==> src/rtl/xs_pkg.sv <==
package xs_pkg;
  localparam int LINE_BYTES = 64;
  localparam int DATA_W     = LINE_BYTES * 8;
  localparam int HDR_W      = 64;
  localparam int NUM_STEPS  = 10;
  localparam int OFF_W      = 12;

  // component base offsets inside the save area
  localparam int OFF_ENV  = 0;
  localparam int OFF_DPTR = 16;
  localparam int OFF_CSR  = 24;
  localparam int OFF_STK  = 32;
  localparam int OFF_XMM  = 160;
  localparam int OFF_HDR  = 512;
  localparam int OFF_YMMH = 576;
  localparam int OFF_KMSK = 1088;
  localparam int OFF_ZHI  = 1152;
  localparam int OFF_HIZ  = 1664;

  // header bits that name real components
  localparam logic [7:0] COMP_BITS = 8'hE7;

  typedef enum logic [3:0] {
    ST_ENV  = 4'd0,
    ST_DPTR = 4'd1,
    ST_STK  = 4'd2,
    ST_CSR  = 4'd3,
    ST_XMM  = 4'd4,
    ST_YMMH = 4'd5,
    ST_KMSK = 4'd6,
    ST_ZHI  = 4'd7,
    ST_HIZ  = 4'd8,
    ST_HDR  = 4'd9
  } step_e;

  typedef enum logic [1:0] {
    F_IDLE = 2'd0,
    F_HRD  = 2'd1,
    F_PREP = 2'd2,
    F_WR   = 2'd3
  } fsm_e;

  typedef struct packed {
    logic [15:0] dsel;
    logic [63:0] dptr;
    logic [15:0] csel;
    logic [63:0] iptr;
    logic [15:0] opc;
    logic [7:0]  tag;
    logic [15:0] stat;
    logic [15:0] ctrl;
  } fp_env_t;
endpackage

==> src/rtl/xs_plan.sv <==
module xs_plan
  import xs_pkg::*;
(
  input  logic [7:0] sel_i,
  input  logic       long_i,
  input  step_e      cur_i,
  output step_e      first_o,
  output step_e      next_o,
  output logic [4:0] count_o
);
  logic [NUM_STEPS-1:0] en_vec;

  always_comb begin
    en_vec = '0;
    en_vec[ST_ENV]  = sel_i[0];
    en_vec[ST_DPTR] = sel_i[0];
    en_vec[ST_STK]  = sel_i[0];
    en_vec[ST_CSR]  = sel_i[1] | sel_i[2];
    en_vec[ST_XMM]  = sel_i[1];
    en_vec[ST_YMMH] = sel_i[2];
    en_vec[ST_KMSK] = sel_i[5];
    en_vec[ST_ZHI]  = sel_i[6];
    en_vec[ST_HIZ]  = sel_i[7];
    en_vec[ST_HDR]  = 1'b1;
  end

  // lowest enabled step overall, and lowest enabled step above the current one
  always_comb begin
    first_o = ST_HDR;
    next_o  = ST_HDR;
    for (int k = NUM_STEPS - 1; k >= 0; k--) begin
      if (en_vec[k]) first_o = step_e'(k[3:0]);
      if (en_vec[k] && (k > int'(cur_i))) next_o = step_e'(k[3:0]);
    end
  end

  always_comb begin
    case (cur_i)
      ST_STK, ST_KMSK:  count_o = 5'd8;
      ST_XMM, ST_YMMH:  count_o = long_i ? 5'd16 : 5'd8;
      ST_ZHI, ST_HIZ:   count_o = 5'd16;
      default:          count_o = 5'd1;
    endcase
  end
endmodule

==> src/rtl/xs_beat.sv <==
module xs_beat
  import xs_pkg::*;
(
  input  step_e              step_i,
  input  logic [3:0]         idx_i,
  input  logic [DATA_W-1:0]  rf_i,
  input  logic               op64_i,
  input  logic [HDR_W-1:0]   hdr_i,
  input  logic [7:0]         sel_i,
  output logic [OFF_W-1:0]   line_off_o,
  output logic [DATA_W-1:0]  data_o,
  output logic [LINE_BYTES-1:0] be_o
);
  fp_env_t            env;
  logic [OFF_W-1:0]   off;
  logic [6:0]         len;
  logic [DATA_W-1:0]  pl;
  logic [5:0]         lane;
  logic [LINE_BYTES-1:0] lmask;
  logic [OFF_W-1:0]   ix;

  assign env = fp_env_t'(rf_i[$bits(fp_env_t)-1:0]);
  assign ix  = {{(OFF_W-4){1'b0}}, idx_i};

  always_comb begin
    pl  = '0;
    off = '0;
    len = 7'd8;
    case (step_i)
      ST_ENV: begin
        off = OFF_W'(OFF_ENV);
        len = 7'd16;
        pl[127:0] = {(op64_i ? env.iptr : {16'h0, env.csel, env.iptr[31:0]}),
                     env.opc, 8'h00, env.tag, env.stat, env.ctrl};
      end
      ST_DPTR: begin
        off = OFF_W'(OFF_DPTR);
        pl[63:0] = op64_i ? env.dptr : {16'h0, env.dsel, env.dptr[31:0]};
      end
      ST_STK: begin
        off = OFF_W'(OFF_STK) + (ix << 4);
        len = 7'd16;
        pl[79:0] = rf_i[79:0];
      end
      ST_CSR: begin
        off = OFF_W'(OFF_CSR);
        pl[63:0] = rf_i[63:0];
      end
      ST_XMM: begin
        off = OFF_W'(OFF_XMM) + (ix << 4);
        len = 7'd16;
        pl[127:0] = rf_i[127:0];
      end
      ST_YMMH: begin
        off = OFF_W'(OFF_YMMH) + (ix << 4);
        len = 7'd16;
        pl[127:0] = rf_i[127:0];
      end
      ST_KMSK: begin
        off = OFF_W'(OFF_KMSK) + (ix << 3);
        pl[63:0] = rf_i[63:0];
      end
      ST_ZHI: begin
        off = OFF_W'(OFF_ZHI) + (ix << 5);
        len = 7'd32;
        pl[255:0] = rf_i[255:0];
      end
      ST_HIZ: begin
        off = OFF_W'(OFF_HIZ) + (ix << 6);
        len = 7'd64;
        pl = rf_i;
      end
      default: begin
        off = OFF_W'(OFF_HDR);
        pl[63:0] = hdr_i | {56'h0, sel_i & COMP_BITS};
      end
    endcase
  end

  assign lane       = off[5:0];
  assign lmask      = (len == 7'd64) ? '1 : ((64'd1 << len) - 64'd1);
  assign line_off_o = {off[OFF_W-1:6], 6'b0};
  assign data_o     = pl << {lane, 3'b000};
  assign be_o       = lmask << lane;
endmodule

==> src/rtl/xs_save_seq.sv <==
module xs_save_seq
  import xs_pkg::*;
#(
  parameter int ADDR_W = 48
) (
  input  logic                   clk,
  input  logic                   rst,
  input  logic                   start_i,
  input  logic [ADDR_W-1:0]      base_i,
  input  logic [7:0]             req_mask_i,
  input  logic [7:0]             en_mask_i,
  input  logic                   long_mode_i,
  input  logic                   op64_i,
  output logic                   busy_o,
  output logic                   done_o,
  output logic                   fault_o,
  output logic                   rd_valid_o,
  output logic [ADDR_W-1:0]      rd_addr_o,
  input  logic                   rd_ready_i,
  input  logic [63:0]            rd_data_i,
  output logic [3:0]             rf_comp_o,
  output logic [3:0]             rf_idx_o,
  input  logic [511:0]           rf_data_i,
  output logic                   wr_valid_o,
  input  logic                   wr_ready_i,
  output logic [ADDR_W-1:0]      wr_addr_o,
  output logic [511:0]           wr_data_o,
  output logic [63:0]            wr_be_o
);
  localparam logic [ADDR_W-1:0] HDR_ADDR_OFF = ADDR_W'(OFF_HDR);

  fsm_e               st;
  step_e              step;
  logic [3:0]         idx;
  logic [ADDR_W-1:0]  base_q;
  logic [7:0]         sel_q;
  logic               long_q;
  logic               op64_q;
  logic [HDR_W-1:0]   hdr_q;

  step_e              first_step;
  step_e              next_step;
  logic [4:0]         step_cnt;
  logic [OFF_W-1:0]   line_off;
  logic [DATA_W-1:0]  beat_data;
  logic [LINE_BYTES-1:0] beat_be;
  logic               last_idx;

  xs_plan u_plan (
    .sel_i   (sel_q),
    .long_i  (long_q),
    .cur_i   (step),
    .first_o (first_step),
    .next_o  (next_step),
    .count_o (step_cnt)
  );

  xs_beat u_beat (
    .step_i     (step),
    .idx_i      (idx),
    .rf_i       (rf_data_i),
    .op64_i     (op64_q),
    .hdr_i      (hdr_q),
    .sel_i      (sel_q),
    .line_off_o (line_off),
    .data_o     (beat_data),
    .be_o       (beat_be)
  );

  assign last_idx  = ({1'b0, idx} == (step_cnt - 5'd1));
  assign busy_o    = (st != F_IDLE);
  assign rf_comp_o = step;
  assign rf_idx_o  = idx;

  always_ff @(posedge clk) begin
    if (rst) begin
      st         <= F_IDLE;
      step       <= ST_HDR;
      idx        <= '0;
      base_q     <= '0;
      sel_q      <= '0;
      long_q     <= 1'b0;
      op64_q     <= 1'b0;
      hdr_q      <= '0;
      done_o     <= 1'b0;
      fault_o    <= 1'b0;
      rd_valid_o <= 1'b0;
      rd_addr_o  <= '0;
      wr_valid_o <= 1'b0;
      wr_addr_o  <= '0;
      wr_data_o  <= '0;
      wr_be_o    <= '0;
    end else begin
      done_o  <= 1'b0;
      fault_o <= 1'b0;
      case (st)
        F_IDLE: begin
          if (start_i) begin
            base_q <= base_i;
            sel_q  <= req_mask_i & en_mask_i;
            long_q <= long_mode_i;
            op64_q <= op64_i;
            if (|base_i[5:0]) begin
              fault_o <= 1'b1;
            end else begin
              rd_valid_o <= 1'b1;
              rd_addr_o  <= base_i + HDR_ADDR_OFF;
              st         <= F_HRD;
            end
          end
        end
        F_HRD: begin
          if (rd_ready_i) begin
            rd_valid_o <= 1'b0;
            hdr_q      <= rd_data_i;
            step       <= first_step;
            idx        <= '0;
            st         <= F_PREP;
          end
        end
        F_PREP: begin
          wr_valid_o <= 1'b1;
          wr_addr_o  <= base_q + {{(ADDR_W-OFF_W){1'b0}}, line_off};
          wr_data_o  <= beat_data;
          wr_be_o    <= beat_be;
          st         <= F_WR;
        end
        default: begin
          if (wr_ready_i) begin
            wr_valid_o <= 1'b0;
            if (step == ST_HDR) begin
              done_o <= 1'b1;
              st     <= F_IDLE;
            end else if (last_idx) begin
              step <= next_step;
              idx  <= '0;
              st   <= F_PREP;
            end else begin
              idx <= idx + 4'd1;
              st  <= F_PREP;
            end
          end
        end
      endcase
    end
  end
endmodule

==> config.mk <==
export PLATFORM = sky130hd
export DESIGN_NAME = xs_save_seq
export DESIGN_NICKNAME = d
export VERILOG_FILES = /design/src/rtl/xs_pkg.sv /design/src/rtl/xs_plan.sv /design/src/rtl/xs_beat.sv /design/src/rtl/xs_save_seq.sv
export SDC_FILE = /design/constraint.sdc
export NUM_CORES = 2
export LEC_CHECK = 0
export BUFFER_PORTS_ARGS = -buffer_cell sky130_fd_sc_hd__clkbuf_2
export CAP_MARGIN = 10
export CORE_AREA = 8 8 513 515
export DETAILED_ROUTE_END_ITERATION = 7
export DIE_AREA = 0 0 521 523
export GPL_ROUTABILITY_DRIVEN = 0
export PLACE_DENSITY_LB_ADDON = 0.15
export SKIP_LAST_GASP = 1
export SYNTH_ARGS = -nofsm -noshare
export SYNTH_HDL_FRONTEND = slang
export SYNTH_SLANG_ARGS = --single-unit
==> constraint.sdc <==
create_clock -name clk -period 5.84 [get_ports clk]
set_clock_uncertainty 0.1 [all_clocks]
set_input_delay 0 -clock clk [delete_from_list [all_inputs] [get_ports clk]]
set_output_delay 0 -clock clk [all_outputs]
set_load 0.05 [all_outputs]
==> results by group <==
STA
  • Fmax: 182 MHz
  • Tmin final: 5.50 ns
  • Final period util: 94.1%
  • Fin. max-slew vios: 0
  • Fin worst setup slack: 0.342 ns
  • Setup TNS: 0 ns
  • Final Hold Viols: 0
  • Slew HR: 10.6%
  • RSZ-0062 raised after global routing: false
  • Slew @ Worst Pin: 1.33 ns
  • Final setup fails: 0

Global routing
  • M1 GR Usage: 27.8%
  • Initial antenna violation count: 71
  • Met2 Use GR: 40.4%
  • Largest net degree at the start of global routing: 175
  • GRT Resource Usage Total: 23.5%
  • Vias in the first global route: 45439
  • GRT overflow: 0
  • Most Used Layer, Global Route: met2
  • M3 GR Usage: 6.15%
  • First-pass GRT wire length: 438 mm

Setup path
  • Worst Setup EP: wr_data_o[506]
  • Critical-path cell list: nor4b_4 -> buf_4 -> buf_4 -> buf_4 -> and3_1 -> a21oi_1 -> nand2_1 -> dlygate4sd3_1 -> a21oi_1 -> dlygate4sd3_1 -> a211oi_1
  • Worst r2r dst: wr_data_o[506]
  • Crit path DAT: 6.09 ns
  • R2r worst-path depth: 11
  • R2R Path Start: rf_comp_o[3]
  • Buf+Inv Stages, Crit Path: 5
  • Crit path depth: 11
  • CP most frequent cell: buf_4
  • First element of the critical path: rf_comp_o[3]
  • Slowest Stage Delay on Critical Path: 0.76 ns
  • Crit end category: register
  • Worst path top cell family by delay: buffers and inverters
  • Crit path max-delay cell type: dfxtp_4
  • Worst setup SP type: register
  • Worst EP required: 6.44 ns
  • Setup slack, reg-to-reg: 0.34 ns
  • Worst Setup Path Type: register to register
  • Crit Path Max Fanout: 57

Synth
  • Top cells by area, synth: dfxtp_1 43%, nand2_1 5.7%, a21oi_1 5.4%
  • Synthesized instance count: 4252
  • Syn Nets: 4918
  • Synth Warn #: 0
  • Synth Area in Compound Gates: 28.5%
  • Asr flop ratio synth: 0%
  • Main combinational cell family by area after synthesis: compound AO/OA/AOI/OAI gates
  • Register area share after synthesis: 43.1%
  • Synth top area share: 43.1%
  • Synth Area in Simple Gates: 18.1%
  • Synthesized area per cell: 8.28 um2
  • Post-synthesis register bit count: 757
  • Post-Synth XOR/XNOR Area: 1.82%
  • Post-synthesis adder-cell area fraction: 0.697%
  • Cell taking the most area after synthesis: dfxtp_1
  • Post-synth EDFFs: 0
  • Cell variety after synth: 87
  • Synthesized area: 35200 um2
  • Multiplexer share of the synthesized area: 1.54%
  • Commonest register cell after synthesis: dfxtp_1

Floorplanning
  • Initial Utilization: 13.8%
  • Core Box Area: 255000 um2
  • Die ar.: 272000 um2
  • IO Pins: 1332
  • Die X: 521 um
  • Num rows: 186
  • Die span in y: 523 um

Cells and area
  • # nets final: 7163
  • Commonest non-fill, non-tap cell in the layout: clkbuf_2
  • Fin util: 23.7%
  • Area growth, synth to finish: 71.6%
  • Share of layout cells above drive strength 1: 26.7%
  • Most frequent cells in the layout: 1326 x clkbuf_2, 1130 x dlygate4sd3_1, 752 x dfxtp_1

Pwr
  • PwrDens: 281 nW/um2
  • Worst VDD drop: 0.000234 V
  • Leakage Power: 25.2 nW

Detailed routing
  • DR iter-0 viols: 4244
  • Antenna Nets Post-Route: 0
  • Vias per cell: 4.58
  • DRT Wirelength: 339 mm
  • Via count: 45884
  • DRT Pass-1 Iters: 6
  • Wirelength per Cell: 33.8 um
  • DRC: 0

Place
  • HPWL Detailed: 267 mm
  • Port buffer count: 1327
  • Pre-CTS WS: 1.43 ns

Clocking
  • Clk_lat worst skew: 0.78 ns
  • TritonCTS clock tree: yes
  • CTS Buf Count: 104
  • Number of H-tree levels: 3
  • Root Driver: clkbuf_16
  • Clk buf depth: 3
  • Clock sinks: 757
  • Reg clk slew, reported paths: 0.06 ns

Hold path
  • Hold WC Path Type: input pin to register
  • Hold Crit Start: rf_data_i[80]

Outcome
  • Status: finished clean

Run
  • MaxCap Viol Count: 0
through the flow:
step | cell area (um2) | std cells | hold slack [ns] | total power, mW
2_1_floorplan | 35200 | 4252 | 0.0192 | 7.59
3_3_place_gp | 45400 | 8644 | 0.112 | 9.68
3_5_place_dp | 45400 | 8645 | 0.114 | 9.68
4_1_cts | 60300 | 9971 | 0.000193 | 17.2
5_1_grt | 60300 | 10001 | 0.0338 | 17.6
6_report | 60400 | 10026 | 0.0636 | 17.0
where the power goes:
part	switching (mW)	total, mW	internal, mW
logic	3.26	4.58	1.32
registers	0.220	5.60	5.38
clock network	2.88	6.80	3.92
total	6.36	17.0	10.6
cell usage after synthesis (39+ instances only):
cell and n:
a222oi_1 83, a22o_1 39, o21ai_0 178, buf_2 81, and3_1 183, o22ai_1 107, nor2_1 489, xor2_1 44
clkbuf_1 279, nand2_1 530, dfxtp_1 757, buf_4 64, nor3_1 43, a21oi_1 378, a211oi_1 67, a22oi_1 235
a221oi_1 89
area by class of cell:
cell class / instances / area [um2]
fill: 28455 / 195000
timing repair buffer: 2588 / 19100
multi-input combinational: 3008 / 18100
sequential: 757 / 15200
tap: 3384 / 4230
clock buffer: 161 / 3080
clock inverter: 35 / 492
inverter: 38 / 153
antenna: 55 / 138
what timing repair did:
item / CTS / global route
setup endpoints to repair: 0 / 0
hold buffers: 1130 / 0
hold endpoints to repair: 666 / 0
setup buffers: 0 / 0
resized for setup: 0 / 0
flip-flops by register name, indices dropped and copies added, names as in the netlist:
name,cells
done_o,1
wr_addr_o,48
wr_be_o,15
wr_valid_o,1
hdr_q,64
rd_valid_o,1
st,2
long_q,1
rd_addr_o,48
sel_q,6
rf_idx_o,4
wr_data_o,512
fault_o,1
base_q,48
rf_comp_o,4
op64_q,1
layer usage:
layer | part of all wire (%) | vias to the layer above
li1 | - | 20190
met2 | 48 | 2108
met4 | 5.2 | 14
met3 | 7.1 | 484
met5 | 0.028 | -
met1 | 40 | 23088
how the worst min path moves through the flow:
stage | endpoint | slack [ns] | cells after the start
after floorplan | wr_data_o[363] | 0.02 | 2
after global placement | wr_data_o[367] | 0.11 | 3
after detailed placement | wr_data_o[367] | 0.11 | 3
after CTS | wr_data_o[235] | 0.0002 | 4
after global routing | wr_data_o[160] | 0.03 | 4
final | wr_data_o[88] | 0.06 | 5
worst min-delay path: stages:
cell and delay [ns]:
clkbuf_2 0.22, a22oi_1 0.22, o21ai_2 0.27, a22oi_1 0.11, nor2_1 0.08
logic make-up (layout without fill, tap and decap cells):
group | after synthesis | after routing
AO/OA/AOI/OAI | 1447 | 1447
AND/OR/NAND/NOR | 1418 | 1418
flip-flops | 757 | 757
buffers and inverters | 487 | 2822
XOR/XNOR | 73 | 73
multiplexers | 50 | 50
adder cells (fa/ha/maj) | 19 | 19
other | 1 | 56
No activity file was read; power rests on OpenSTA's default activity.
